[src/rtl/nandseq_pkg.sv]
package nandseq_pkg;

  localparam int CFG_W   = 32;
  localparam int CNT_W   = 6;

  localparam int WS_LSB  = 26;
  localparam int WS_W    = 4;
  localparam int WST_LSB = 20;
  localparam int WST_W   = 6;
  localparam int WH_LSB  = 17;
  localparam int WH_W    = 3;
  localparam int RS_LSB  = 13;
  localparam int RS_W    = 4;
  localparam int RST_LSB = 7;
  localparam int RST_W   = 6;
  localparam int RH_LSB  = 4;
  localparam int RH_W    = 3;
  localparam int TA_LSB  = 2;
  localparam int TA_W    = 2;

  typedef enum logic [2:0] {
    PH_IDLE, PH_SETUP, PH_STROBE, PH_HOLD, PH_TURN
  } phase_t;

  typedef enum logic [1:0] {
    KIND_READ, KIND_CMD, KIND_ADDR, KIND_DATA
  } kind_t;

  typedef struct packed {
    logic [WS_W-1:0]  wrSetup;
    logic [WST_W-1:0] wrStrobe;
    logic [WH_W-1:0]  wrHold;
    logic [RS_W-1:0]  rdSetup;
    logic [RST_W-1:0] rdStrobe;
    logic [RH_W-1:0]  rdHold;
    logic [TA_W-1:0]  turn;
  } timing_t;

  // control -> datapath strobes
  typedef struct packed {
    logic load;     // request accepted this cycle
    logic drive;    // setup, strobe or hold phase
    logic capture;  // last strobe cycle of a read
  } strobe_t;

  function automatic timing_t unpackTiming(input logic [CFG_W-1:0] w);
    timing_t t;
    t.wrSetup  = w[WS_LSB  +: WS_W];
    t.wrStrobe = w[WST_LSB +: WST_W];
    t.wrHold   = w[WH_LSB  +: WH_W];
    t.rdSetup  = w[RS_LSB  +: RS_W];
    t.rdStrobe = w[RST_LSB +: RST_W];
    t.rdHold   = w[RH_LSB  +: RH_W];
    t.turn     = w[TA_LSB  +: TA_W];
    return t;
  endfunction

endpackage

[src/rtl/nandseq_ctrl.sv]
module nandseq_ctrl
  import nandseq_pkg::*;
(
  input  logic             clk,
  input  logic             rstN,
  input  logic             reqValid,
  input  logic             reqWrite,
  input  logic [CFG_W-1:0] cfgWord,
  output strobe_t          stb,
  output logic             busy,
  output logic             ceN,
  output logic             weN,
  output logic             reN
);

  phase_t             phase;
  phase_t             phaseNext;
  logic [CNT_W-1:0]   cnt;
  logic [CNT_W-1:0]   limit;
  logic               isWr;
  timing_t            tim;
  logic               accept;
  logic               last;
  logic               inAccess;

  assign accept = reqValid && (phase == PH_IDLE);

  always_comb begin
    limit = '0;
    unique case (phase)
      PH_SETUP:  limit = isWr ? CNT_W'(tim.wrSetup)  : CNT_W'(tim.rdSetup);
      PH_STROBE: limit = isWr ? CNT_W'(tim.wrStrobe) : CNT_W'(tim.rdStrobe);
      PH_HOLD:   limit = isWr ? CNT_W'(tim.wrHold)   : CNT_W'(tim.rdHold);
      PH_TURN:   limit = CNT_W'(tim.turn);
      default:   limit = '0;
    endcase
  end

  assign last = (cnt == limit);

  always_comb begin
    unique case (phase)
      PH_SETUP:  phaseNext = PH_STROBE;
      PH_STROBE: phaseNext = PH_HOLD;
      PH_HOLD:   phaseNext = PH_TURN;
      default:   phaseNext = PH_IDLE;
    endcase
  end

  always_ff @(posedge clk or negedge rstN) begin
    if (!rstN) begin
      phase <= PH_IDLE;
      cnt   <= '0;
      isWr  <= 1'b0;
      tim   <= '0;
    end else if (accept) begin
      phase <= PH_SETUP;
      cnt   <= '0;
      isWr  <= reqWrite;
      tim   <= unpackTiming(cfgWord);
    end else if (phase != PH_IDLE) begin
      if (last) begin
        phase <= phaseNext;
        cnt   <= '0;
      end else begin
        cnt   <= cnt + 1'b1;
      end
    end
  end

  assign inAccess    = (phase == PH_SETUP) || (phase == PH_STROBE) || (phase == PH_HOLD);
  assign busy        = (phase != PH_IDLE);
  assign ceN         = !inAccess;
  assign weN         = !((phase == PH_STROBE) && isWr);
  assign reN         = !((phase == PH_STROBE) && !isWr);
  assign stb.load    = accept;
  assign stb.drive   = inAccess;
  assign stb.capture = (phase == PH_STROBE) && last && !isWr;

endmodule

[src/rtl/nandseq_dpath.sv]
module nandseq_dpath
  import nandseq_pkg::*;
#(
  parameter int ADDR_W  = 8,
  parameter int CLE_BIT = 4,
  parameter int ALE_BIT = 3,
  parameter int DATA_W  = 8
) (
  input  logic              clk,
  input  logic              rstN,
  input  strobe_t           stb,
  input  logic              reqWrite,
  input  logic [ADDR_W-1:0] reqAddr,
  input  logic [DATA_W-1:0] reqWdata,
  input  logic [DATA_W-1:0] nandDataIn,
  input  logic              nandRdy,
  input  logic              chipSel,
  output logic              nandCle,
  output logic              nandAle,
  output logic [DATA_W-1:0] nandDataOut,
  output logic              nandDataOe,
  output logic [DATA_W-1:0] rdData,
  output logic              rdValid,
  output logic [DATA_W-1:0] statusOut,
  output logic              nandWp
);

  localparam int SYNC_N = 2;

  kind_t             kind;
  kind_t             kindIn;
  logic [DATA_W-1:0] wdataReg;
  logic [SYNC_N-1:0] rdySync;

  always_comb begin
    if (!reqWrite)             kindIn = KIND_READ;
    else if (reqAddr[CLE_BIT]) kindIn = KIND_CMD;
    else if (reqAddr[ALE_BIT]) kindIn = KIND_ADDR;
    else                       kindIn = KIND_DATA;
  end

  always_ff @(posedge clk or negedge rstN) begin
    if (!rstN) begin
      kind     <= KIND_READ;
      wdataReg <= '0;
    end else if (stb.load) begin
      kind     <= kindIn;
      wdataReg <= reqWdata;
    end
  end

  always_ff @(posedge clk or negedge rstN) begin
    if (!rstN) begin
      rdData  <= '0;
      rdValid <= 1'b0;
    end else begin
      rdValid <= stb.capture;
      if (stb.capture) rdData <= nandDataIn;
    end
  end

  always_ff @(posedge clk or negedge rstN) begin
    if (!rstN) begin
      rdySync <= '0;
      nandWp  <= 1'b0;
    end else begin
      rdySync <= {rdySync[SYNC_N-2:0], nandRdy};
      nandWp  <= chipSel;
    end
  end

  assign nandCle     = stb.drive && (kind == KIND_CMD);
  assign nandAle     = stb.drive && (kind == KIND_ADDR);
  assign nandDataOe  = stb.drive && (kind != KIND_READ);
  assign nandDataOut = wdataReg;
  assign statusOut   = {{(DATA_W-1){1'b0}}, rdySync[SYNC_N-1]};

endmodule

[src/rtl/nandseq_top.sv]
module nandseq_top
  import nandseq_pkg::*;
#(
  parameter int ADDR_W  = 8,
  parameter int CLE_BIT = 4,
  parameter int ALE_BIT = 3
) (
  input  logic              clk,
  input  logic              rstN,
  input  logic [31:0]       cfgWord,
  input  logic              reqValid,
  input  logic              reqWrite,
  input  logic [ADDR_W-1:0] reqAddr,
  input  logic [7:0]        reqWdata,
  output logic              busy,
  output logic [7:0]        rdData,
  output logic              rdValid,
  output logic [7:0]        statusOut,
  input  logic              chipSel,
  output logic              nandCeN,
  output logic              nandCle,
  output logic              nandAle,
  output logic              nandWeN,
  output logic              nandReN,
  output logic [7:0]        nandDataOut,
  output logic              nandDataOe,
  input  logic [7:0]        nandDataIn,
  input  logic              nandRdy,
  output logic              nandWp
);

  strobe_t stb;

  nandseq_ctrl u_ctrl (
    .clk      (clk),
    .rstN     (rstN),
    .reqValid (reqValid),
    .reqWrite (reqWrite),
    .cfgWord  (cfgWord),
    .stb      (stb),
    .busy     (busy),
    .ceN      (nandCeN),
    .weN      (nandWeN),
    .reN      (nandReN)
  );

  nandseq_dpath #(
    .ADDR_W  (ADDR_W),
    .CLE_BIT (CLE_BIT),
    .ALE_BIT (ALE_BIT),
    .DATA_W  (8)
  ) u_dpath (
    .clk         (clk),
    .rstN        (rstN),
    .stb         (stb),
    .reqWrite    (reqWrite),
    .reqAddr     (reqAddr),
    .reqWdata    (reqWdata),
    .nandDataIn  (nandDataIn),
    .nandRdy     (nandRdy),
    .chipSel     (chipSel),
    .nandCle     (nandCle),
    .nandAle     (nandAle),
    .nandDataOut (nandDataOut),
    .nandDataOe  (nandDataOe),
    .rdData      (rdData),
    .rdValid     (rdValid),
    .statusOut   (statusOut),
    .nandWp      (nandWp)
  );

endmodule

[config.mk]
export PLATFORM = sky130hd
export DESIGN_NAME = nandseq_top
export DESIGN_NICKNAME = d
export VERILOG_FILES = /design/src/rtl/nandseq_pkg.sv /design/src/rtl/nandseq_ctrl.sv /design/src/rtl/nandseq_dpath.sv /design/src/rtl/nandseq_top.sv
export SDC_FILE = /design/constraint.sdc
export NUM_CORES = 1
export LEC_CHECK = 0
export ABC_AREA = 1
export BUFFER_PORTS_ARGS = -buffer_cell sky130_fd_sc_hd__buf_4
export CAP_MARGIN = 10
export CELL_PAD_IN_SITES_DETAIL_PLACEMENT = 0
export CELL_PAD_IN_SITES_GLOBAL_PLACEMENT = 1
export CORE_MARGIN = 2
export CORE_UTILIZATION = 32
export CTS_CLUSTER_DIAMETER = 40
export CTS_CLUSTER_SIZE = 10
export DETAILED_ROUTE_END_ITERATION = 10
export PLACE_DENSITY_LB_ADDON = 0.12
export SLEW_MARGIN = 20
export SYNTH_ARGS = -nofsm -noshare
export SYNTH_HDL_FRONTEND = slang
export SYNTH_SLANG_ARGS = --single-unit
[constraint.sdc]
create_clock -name clk -period 1.55 [get_ports clk]
set_clock_uncertainty 0.05 [all_clocks]
set_input_delay 0.2325 -clock clk [delete_from_list [all_inputs] [get_ports clk]]
set_output_delay 0.2325 -clock clk [all_outputs]
set_load 0.01 [all_outputs]
==> results of run 1 <==
## kinds of logic (layout without fill, tap and decap cells)
family	count (synthesis)	after routing
buf+inv	43	179
compound gates	26	26
other cells	1	7
xor+xnor	4	4
flops	60	60
simple gates	232	233
fa+ha+maj	1	1
## worst max-delay path, cell delays in order (launching register included)
cell and delay [ps]:
dfrtp_1 420, buf_4 150, buf_4 130, nor2_4 110, buf_4 120, nand2_2 60, buf_6 140, buf_4 140
## cell type report
type / count / area share, %
clock buffers: 11 / 3.26
clock inverters: 5 / 1.80
inverters: 25 / 2.29
multi-input cells: 271 / 29.6
flip-flops and latches: 60 / 32.4
well taps: 108 / 2.91
repair buffers: 138 / 27.8
## sequential cells by signal (all words and copies together), names as in the netlist
| signal | cells |
|---|---|
| u_ctrl.cnt | 6 |
| u_ctrl.isWr | 1 |
| u_ctrl.phase | 3 |
| u_ctrl.tim | 28 |
| u_dpath.kind | 2 |
| u_dpath.nandDataOut | 8 |
| u_dpath.nandWp | 1 |
| u_dpath.rdData | 8 |
| u_dpath.rdValid | 1 |
| u_dpath.rdySync | 2 |
## cells in the final DEF (no fill, tap or decap), types with 3 or more instances in the layout
cell type      netlist  final
inv_2                3      3
nand3_1             14     10
nand3_2              3      7
clkbuf_8             0     11
dfrtp_1             60     57
o21ai_0             20      8
nor2_4               3      8
xor2_1               3      3
buf_4               10    105
conb_1               1      7
nand2_4              0      4
dlygate4sd3_1        0      4
buf_6                0     19
nand2_1            185    171
dfrtp_2              0      3
o21ai_2              1      6
inv_1               21     18
nor2_1              13      8
buf_12               0      5
nand2_2              6     16
o21ai_1              0      6
buf_16               0      3
inv_4                0      3
## per-layer routing
| layer | GRT usage, % | up-vias | share of wire (%) |
|---|---|---|---|
| li1 | - | 1401 | - |
| met3 | 3.62 | 16 | 4.1 |
| met5 | 0 | - | 0 |
| met1 | 21.8 | 1294 | 45 |
| met4 | 6.64 | 0 | 1.8 |
| met2 | 28.3 | 60 | 49 |
## worst min-delay path by stage
stage	end	slack, ps	cells past startpoint	start
floorplan	u_ctrl.cnt[0]	-110	0	rstN
global placement	u_dpath.kind[1]	150	1	rstN
detailed placement	u_dpath.kind[1]	150	1	rstN
CTS	u_dpath.rdData[3]	10	3	nandDataIn[3]
global route	u_dpath.nandDataOut[0]	20	3	reqWdata[0]
finish	u_dpath.rdData[3]	30	3	nandDataIn[3]
## stage by stage
stage,worst slack [ps],total power [W],hold WS [ps]
after CTS,-284,0.00923,11.1
final,-346,0.00986,26.9
after global placement,-327,0.00654,147
after floorplan,-28.8,0.00504,-113
after global routing,-485,0.0107,18.4
after detailed placement,-318,0.00657,152
## power by group
| part | total, W | internal [W] | switching [W] | leakage [nW] |
|---|---|---|---|---|
| Combinational | 0.00547 | 0.00272 | 0.00275 | 1.57 |
| Clock | 0.00165 | 0.000995 | 0.000652 | 0.112 |
| Sequential | 0.00274 | 0.00227 | 0.000474 | 0.740 |
## timing repair
item                       in CTS  in global routing
setup endpoints to repair      61                 64
hold endpoints to repair       31                  0
gates cloned                    6                  0
pin swaps                       6                 19
setup buffers                  16                 17
resized for setup              37                 44
hold buffers                    4                  0
==> summary.md, run 1 <==
| Metric | Value |
|---|---|
| Layout area overhead | `61.6%` |
| Setup slack, reg-to-reg | `-340 ps` |
| Max Cap Violations | `0` |
| Fraction of layout cells with a size suffix above 1 | `41.4%` |
| Fill cell count | `about 800` |
| Post-Syn Instances | `roughly 370` |
| Post-Synth XOR/XNOR Area | `1.22%` |
| Cell Area, Synth | `roughly 2900 µm²` |
| Global-route wire length before repair | `13.0 mm` |
| Sequential area share after synthesis | `52.2%` |
| Synth Area in Adders | `0.435%` |
| CP required | `between 1000 and 1500 ps` |
| DRC errors left | `0` |
| Primary FF master, synth | `dfrtp_1` |
| Yosys top cell by area | `dfrtp_1` |
| Peak Freq | `528 MHz` |
| FFs w/ async S/R, synth | `100%` |
| Rows | `34` |
| Antenna diodes | `0` |
| Final Util | `53.3%` |
| H-tree levels | `3` |
| Via density | `4.48` |
| Clock sinks | `60` |
| RSZ-0062 raised after global routing | `true` |
| Hold Vio Cnt, Final | `0` |
| CORE AREA | `approximately 8700 µm²` |
| Failing checks | `negative setup slack` |
| Crit path from | `u_ctrl.phase[0]` |
| Die ar. | `9760 µm²` |
| Placed Area | `roughly 3700 µm²` |
| DP Wirelength | `a little over 5 mm` |
| Synth unique cells | `29` |
| Final instance area | `4650 µm²` |
| Top fanout value on the critical path | `5` |
| Routed Antenna Nets | `0` |
| Yosys top cell area share | `between 50% and 60%` |
| Antenna violations before repair | `0` |
| Crit path kind | `flop to primary output` |
| Critical Path End Type | `primary output` |
| Simple-gate share of the synthesized area | `between 30% and 40%` |
| First-pass detailed-route iteration total | `5` |
| Final Non-Filler Cells | `618` |
| Largest cells by area after synthesis | `dfrtp_1 (52%), nand2_1 (24%), o21ai_0 (3.5%)` |
| Multiplexer share of the synthesized area | `0%` |
| Hold crit path type | `input port to flop` |
| Crit path to | `busy` |
| Register area | `around 1500 µm²` |
| Most numerous cell in the Yosys netlist | `nand2_1` |
| Largest net degree at the start of global routing | `31` |
| Global placer's final weighted congestion | `around 0.8` |
| Pins Over Slew Limit | `0` |
| Worst vdd ir | `around 0.75 mV` |
| CP arrival | `between 1500 and 2000 ps` |
| Most frequent cells after synthesis | `nand2_1 (185), dfrtp_1 (60), inv_1 (21)` |
| # port buffers | `just under 80` |
| Syn avg cell area | `7.84 µm²` |
| Reg2Reg Depth | `15` |
| Number of synthesis warnings | `0` |
| Critical path launch point type | `flop` |
| CTS Buf Count | `9` |
| Power Dens Cells | `approximately 2100 nW/µm²` |
| Vias in the first global route | `about 2,800` |
| TritonCTS clock tree | `yes` |
| Routed Wire Length | `7.96 mm` |
| Die W | `98.8 µm` |
| Die height | `about 99 µm` |
| Starting Density | `33.0%` |
| Critical R2R Launch | `u_ctrl.phase[0]` |
| Final setup viols | `64` |
| Largest family of logic cells by synthesized area | `simple AND/OR/NAND/NOR gates` |
| Routed length per instance | `12.9 µm` |
| Gr ovfl total | `0` |
| Latest clock arrival within the worst-skew pair | `340 ps` |
| Initial DRC Count | `98` |
| Setup TNS | `-16,970 ps` |
| Ports | `95` |
| Compound-Gate Fraction of Synth Area | `4.92%` |
| CTS clock-pin slew for the worst setup and hold paths | `around 70 ps` |
| Final nets | `568` |
| Root buf cell | `clkbuf_8` |
| Post-synth EDFFs | `0` |
| Period minus WS final | `1900 ps` |
| Leakage | `2.42 nW` |
| Post-route worst setup slack | `-346 ps` |
| Multi-input gate area | `between 1000 and 1500 µm²` |
| Synthesized flop and latch total | `60` |
| CTS Buffer Depth | `2` |
| GRT Overall Usage | `17.1%` |
| Fin crit share | `122%` |
| Run status | `complete, but fails checks` |
| Crit Reg-Reg Endpoint | `u_dpath.rdData[1]` |
| Vias | `2,771` |
| Placed insts | `561` |
No activity file was read; power rests on OpenSTA's default activity.
==> run 2, diff against run 1 <==
Settings changed: SYNTH_HIERARCHICAL set to 1.
==> run 2 against run 1 <==
  * The flow still finishes with violations (negative setup slack)
  * Design area shrank 0.35%
  * Core utilization down 0.44 points
  * Via count is 2.5% lower
  * Critical path depth increased by 8
  * Sequential power decreased by 1%
  * Power decreased by 1.3%
  * Global-route usage is 0.52 points lower
  * Register-to-register slack got worse by 50 ps
  * Clock power grew 7%
==> summary.md, run 2 <==
| Metric | Value |
|---|---|
| Run status | `complete, but fails checks` |
| Failing checks | `negative setup slack` |
| FFs w/ async S/R, synth | `100% (unchanged)` |
| Hold Vio Cnt, Final | `0 (unchanged)` |
| Latest clock arrival within the worst-skew pair | `350 ps (about the same)` |
| Die W | `99.4 µm (+0.58%)` |
| Pins Over Slew Limit | `0 (unchanged)` |
| Layout area overhead | `59.1%` |
| DP Wirelength | `5.32 mm (+4.0%)` |
| Most frequent cells in the layout | `nand2_1 (167), buf_4 (115), dfrtp_1 (57)` |
| Hold WS | `31.7 ps (+4.78 ps)` |
| Worst-path cell chain | `inv_2, nand2_2, nor2_4, buf_6, nand2_2, nand3_2, nand2_1, inv_2, nand3_2, nor2_4, nand2_2, nor2_4, clkbuf_16, nand2_1, o21ai_1` |
| Synth unique cells | `25 (-14%)` |
| Switching Share | `38.4% (-1.0 points)` |
| Clock share of power | `18.1% (+1.4 points)` |
| Via density | `4.28 (-4.5%)` |
| Clock sinks | `60 (unchanged)` |
| Rows | `34 (unchanged)` |
| Ports | `95 (unchanged)` |
| CP required | `1770 ps (+500 ps)` |
| Flip-flop count of the largest register after layout | `28 (unchanged)` |
| Yosys top cell by area | `dfrtp_1` |
| Largest net degree at the start of global routing | `34 (+9.7%)` |
| TritonCTS clock tree | `yes` |
| Flop pwr share | `27.8% (about the same)` |
| H-tree levels | `3 (unchanged)` |
| CP top delay family | `simple AND/OR/NAND/NOR gates` |
| Antenna violations before repair | `0 (unchanged)` |
| Primary FF master, synth | `dfrtp_1` |
| Fin crit share | `125% (+3.0 points)` |
| Critical Path End Type | `flop` |
| Period minus WS final | `1940 ps (+45.9 ps)` |
| CP max stage cell | `dfrtp_2` |
| Leakage | `2.45 nW (+1.0%)` |
| Die ar. | `9880 µm² (+1.2%)` |
| Top fanout value on the critical path | `8 (+3)` |
| GRT Overall Usage | `16.5% (-0.52 points)` |
| First-pass detailed-route iteration total | `4 (-1)` |
| Critical path launch point type | `flop` |
| Vias in the first global route | `2,797 (+0.39%)` |
| Gr ovfl total | `0 (unchanged)` |
| RSZ-0062 raised after global routing | `true` |
| CTS Buf Count | `9 (unchanged)` |
| Hold crit path type | `input port to flop` |
| DRC errors left | `0 (unchanged)` |
| Post-synth EDFFs | `0 (unchanged)` |
| Final Non-Filler Cells | `631 (+2.1%)` |
| Most frequent cells after synthesis | `nand2_1 (185), dfrtp_1 (60), inv_1 (38)` |
| CP max stage delay | `440 ps (+20 ps)` |
| Initial DRC Count | `97 (-1.0%)` |
| CTS clock-pin slew for the worst setup and hold paths | `80 ps (about the same)` |
| Total chip power | `0.00973 W (-1.3%)` |
| Peak Freq | `515 MHz (-2.4%)` |
| Final setup viols | `64 (unchanged)` |
| Post-Syn Instances | `380 (+3.5%)` |
| Root buf cell | `clkbuf_8` |
| Crit path buf inv count | `4 (-1)` |
| Power share of the combinational group | `54.1% (-1.4 points)` |
| Die height | `99.4 µm (+0.58%)` |
| Final nets | `581 (+2.3%)` |
| Most numerous cell in the Yosys netlist | `nand2_1` |
| Largest cells by area after synthesis | `dfrtp_1 (52%), nand2_1 (24%), o21ai_0 (5.3%)` |
| Global-route wire length before repair | `12.9 mm (-1.2%)` |
| Max Cap Violations | `0 (unchanged)` |
| Most flops, register | `u_ctrl/tim` |
| Net Switching | `0.00373 W (-3.8%)` |
| CORE AREA | `8760 µm² (+0.49%)` |
| Syn avg cell area | `7.66 µm² (-2.2%)` |
| Fraction of layout cells with a size suffix above 1 | `39.8% (-1.6 points)` |
| CTS Buffer Depth | `2 (unchanged)` |
| Worst vdd ir | `0.637 mV (-15%)` |
| Placed insts | `588 (+4.8%)` |
| Yosys top cell area share | `51.6% (-0.63 points)` |
| Starting Density | `33.2% (+0.24 points)` |
| Final Util | `52.9% (-0.44 points)` |
| Leading cell type in the layout, fill and taps excluded | `nand2_1` |
| Number of synthesis warnings | `6 (+6)` |
| Post-route worst setup slack | `-392 ps (-45.9 ps)` |
| P_int | `0.00600 W (+0.35%)` |
| Crit path kind | `flop to flop` |
| Routed length per instance | `12.3 µm (-4.7%)` |
| Global placer's final weighted congestion | `0.811 (+0.63%)` |
| Synthesized flop and latch total | `60 (unchanged)` |
| Routed Antenna Nets | `0 (unchanged)` |
| Power Dens Cells | `2100 nW/µm² (-0.94%)` |
| Vias | `2,702 (-2.5%)` |
| Antenna diodes | `0 (unchanged)` |
| Routed Wire Length | `7.75 mm (-2.7%)` |
| Cell Area, Synth | `2910 µm² (+1.2%)` |
| # port buffers | `77 (unchanged)` |
| CP arrival | `2160 ps (+550 ps)` |
| Sequential area share after synthesis | `51.6% (-0.63 points)` |
[run 2: cell count changes in the layout (fill, tap and decap cells not counted), sizes merged, moves of 2 or more]
cell,change
inv,+16
o21ai,+11
nand3,-3
buf,+2
o22ai,-2
nor2,-5
nand2,-6
[run 2: power groups by stage]
| stage | Clock (W) | Sequential [W] | Combinational (W) |
|---|---|---|---|
| after CTS | 0.00181 | 0.00270 | 0.00455 |
| after floorplan | 0 | 0.00271 | 0.00214 |
| after global placement | 0 | 0.00270 | 0.00380 |
| after global routing | 0.00186 | 0.00280 | 0.00585 |
| after detailed placement | 0 | 0.00271 | 0.00384 |
| final | 0.00177 | 0.00270 | 0.00526 |
[run 2: worst paths after layout]
kind	slack, ps	endpoint	start	cells after the start
hold reg to reg	310	u_dpath/rdySync[1]	u_dpath/rdySync[0]	0
setup / recovery	-390	u_dpath/rdData[3]	u_ctrl/phase[0]	15
setup reg to reg	-390	u_dpath/rdData[3]	u_ctrl/phase[0]	15
max in group asynchronous	630	u_ctrl/phase[0]	rstN	3
hold / removal	30	u_dpath/nandDataOut[6]	reqWdata[6]	3
min in group asynchronous	300	u_ctrl/cnt[4]	rstN	2
[run 2: tightest hold or removal path, stage by stage]
cell     delay (ps)
buf_4            70
nand2_1          40
nand2_1          50
[run 2: layer usage]
layer / up-vias / GRT usage, % / wire length, µm / share of wire [%]
li1: 1422 / - / - / -
met1: 1219 / 21.8 / 3630 / 47
met2: 51 / 26.6 / 3680 / 48
met3: 10 / 3.09 / 316 / 4.1
met4: 0 / 7.48 / 116 / 1.5
met5: - / 0 / 0 / 0
[run 2: layout make-up]
| class | count | area (µm²) |
|---|---|---|
| Clock buffer | 9 | 124 |
| Clock inverter | 7 | 124 |
| Fill cell | 845 | 4130 |
| Inverter | 39 | 149 |
| Multi-Input combinational cell | 266 | 1310 |
| Sequential cell | 60 | 1510 |
| Tap cell | 108 | 135 |
| Timing Repair Buffer | 142 | 1290 |
[run 2: kinds of logic (layout without fill, tap and decap cells)]
kind of cell | count (synthesis) | after routing | synth area share, %
xor gates and xnor gates | 3 | 3 | 0.903
and+or+nand+nor | 219 | 219 | 29.7
other | 1 | 7 | 0.129
adders and majority gates | 1 | 1 | 0.430
AOI/OAI and AO/OA | 36 | 36 | 6.83
DFF | 60 | 60 | 51.6
buffers and inverters | 60 | 197 | 10.5
[run 2: per-stage QoR]
| stage | worst slack (ps) | cell area [µm²] | TNS (ps) |
|---|---|---|---|
| 5_1_grt | -513 | 4630 | -15740 |
| 4_1_cts | -353 | 4380 | -12100 |
| 6_report | -392 | 4630 | -9770 |
| 3_5_place_dp | -537 | 3820 | -14860 |
| 3_3_place_gp | -494 | 3820 | -14750 |
| 2_1_floorplan | -278 | 2950 | -4740 |
[run 2: repair_timing]
action,CTS,global route
resized for setup,43,53
buffers inserted,10,9
hold buffers,4,0
endpoints found under the setup margin,64,64
cloned,3,2
pin swaps,4,23
endpoints found under the hold margin,30,0
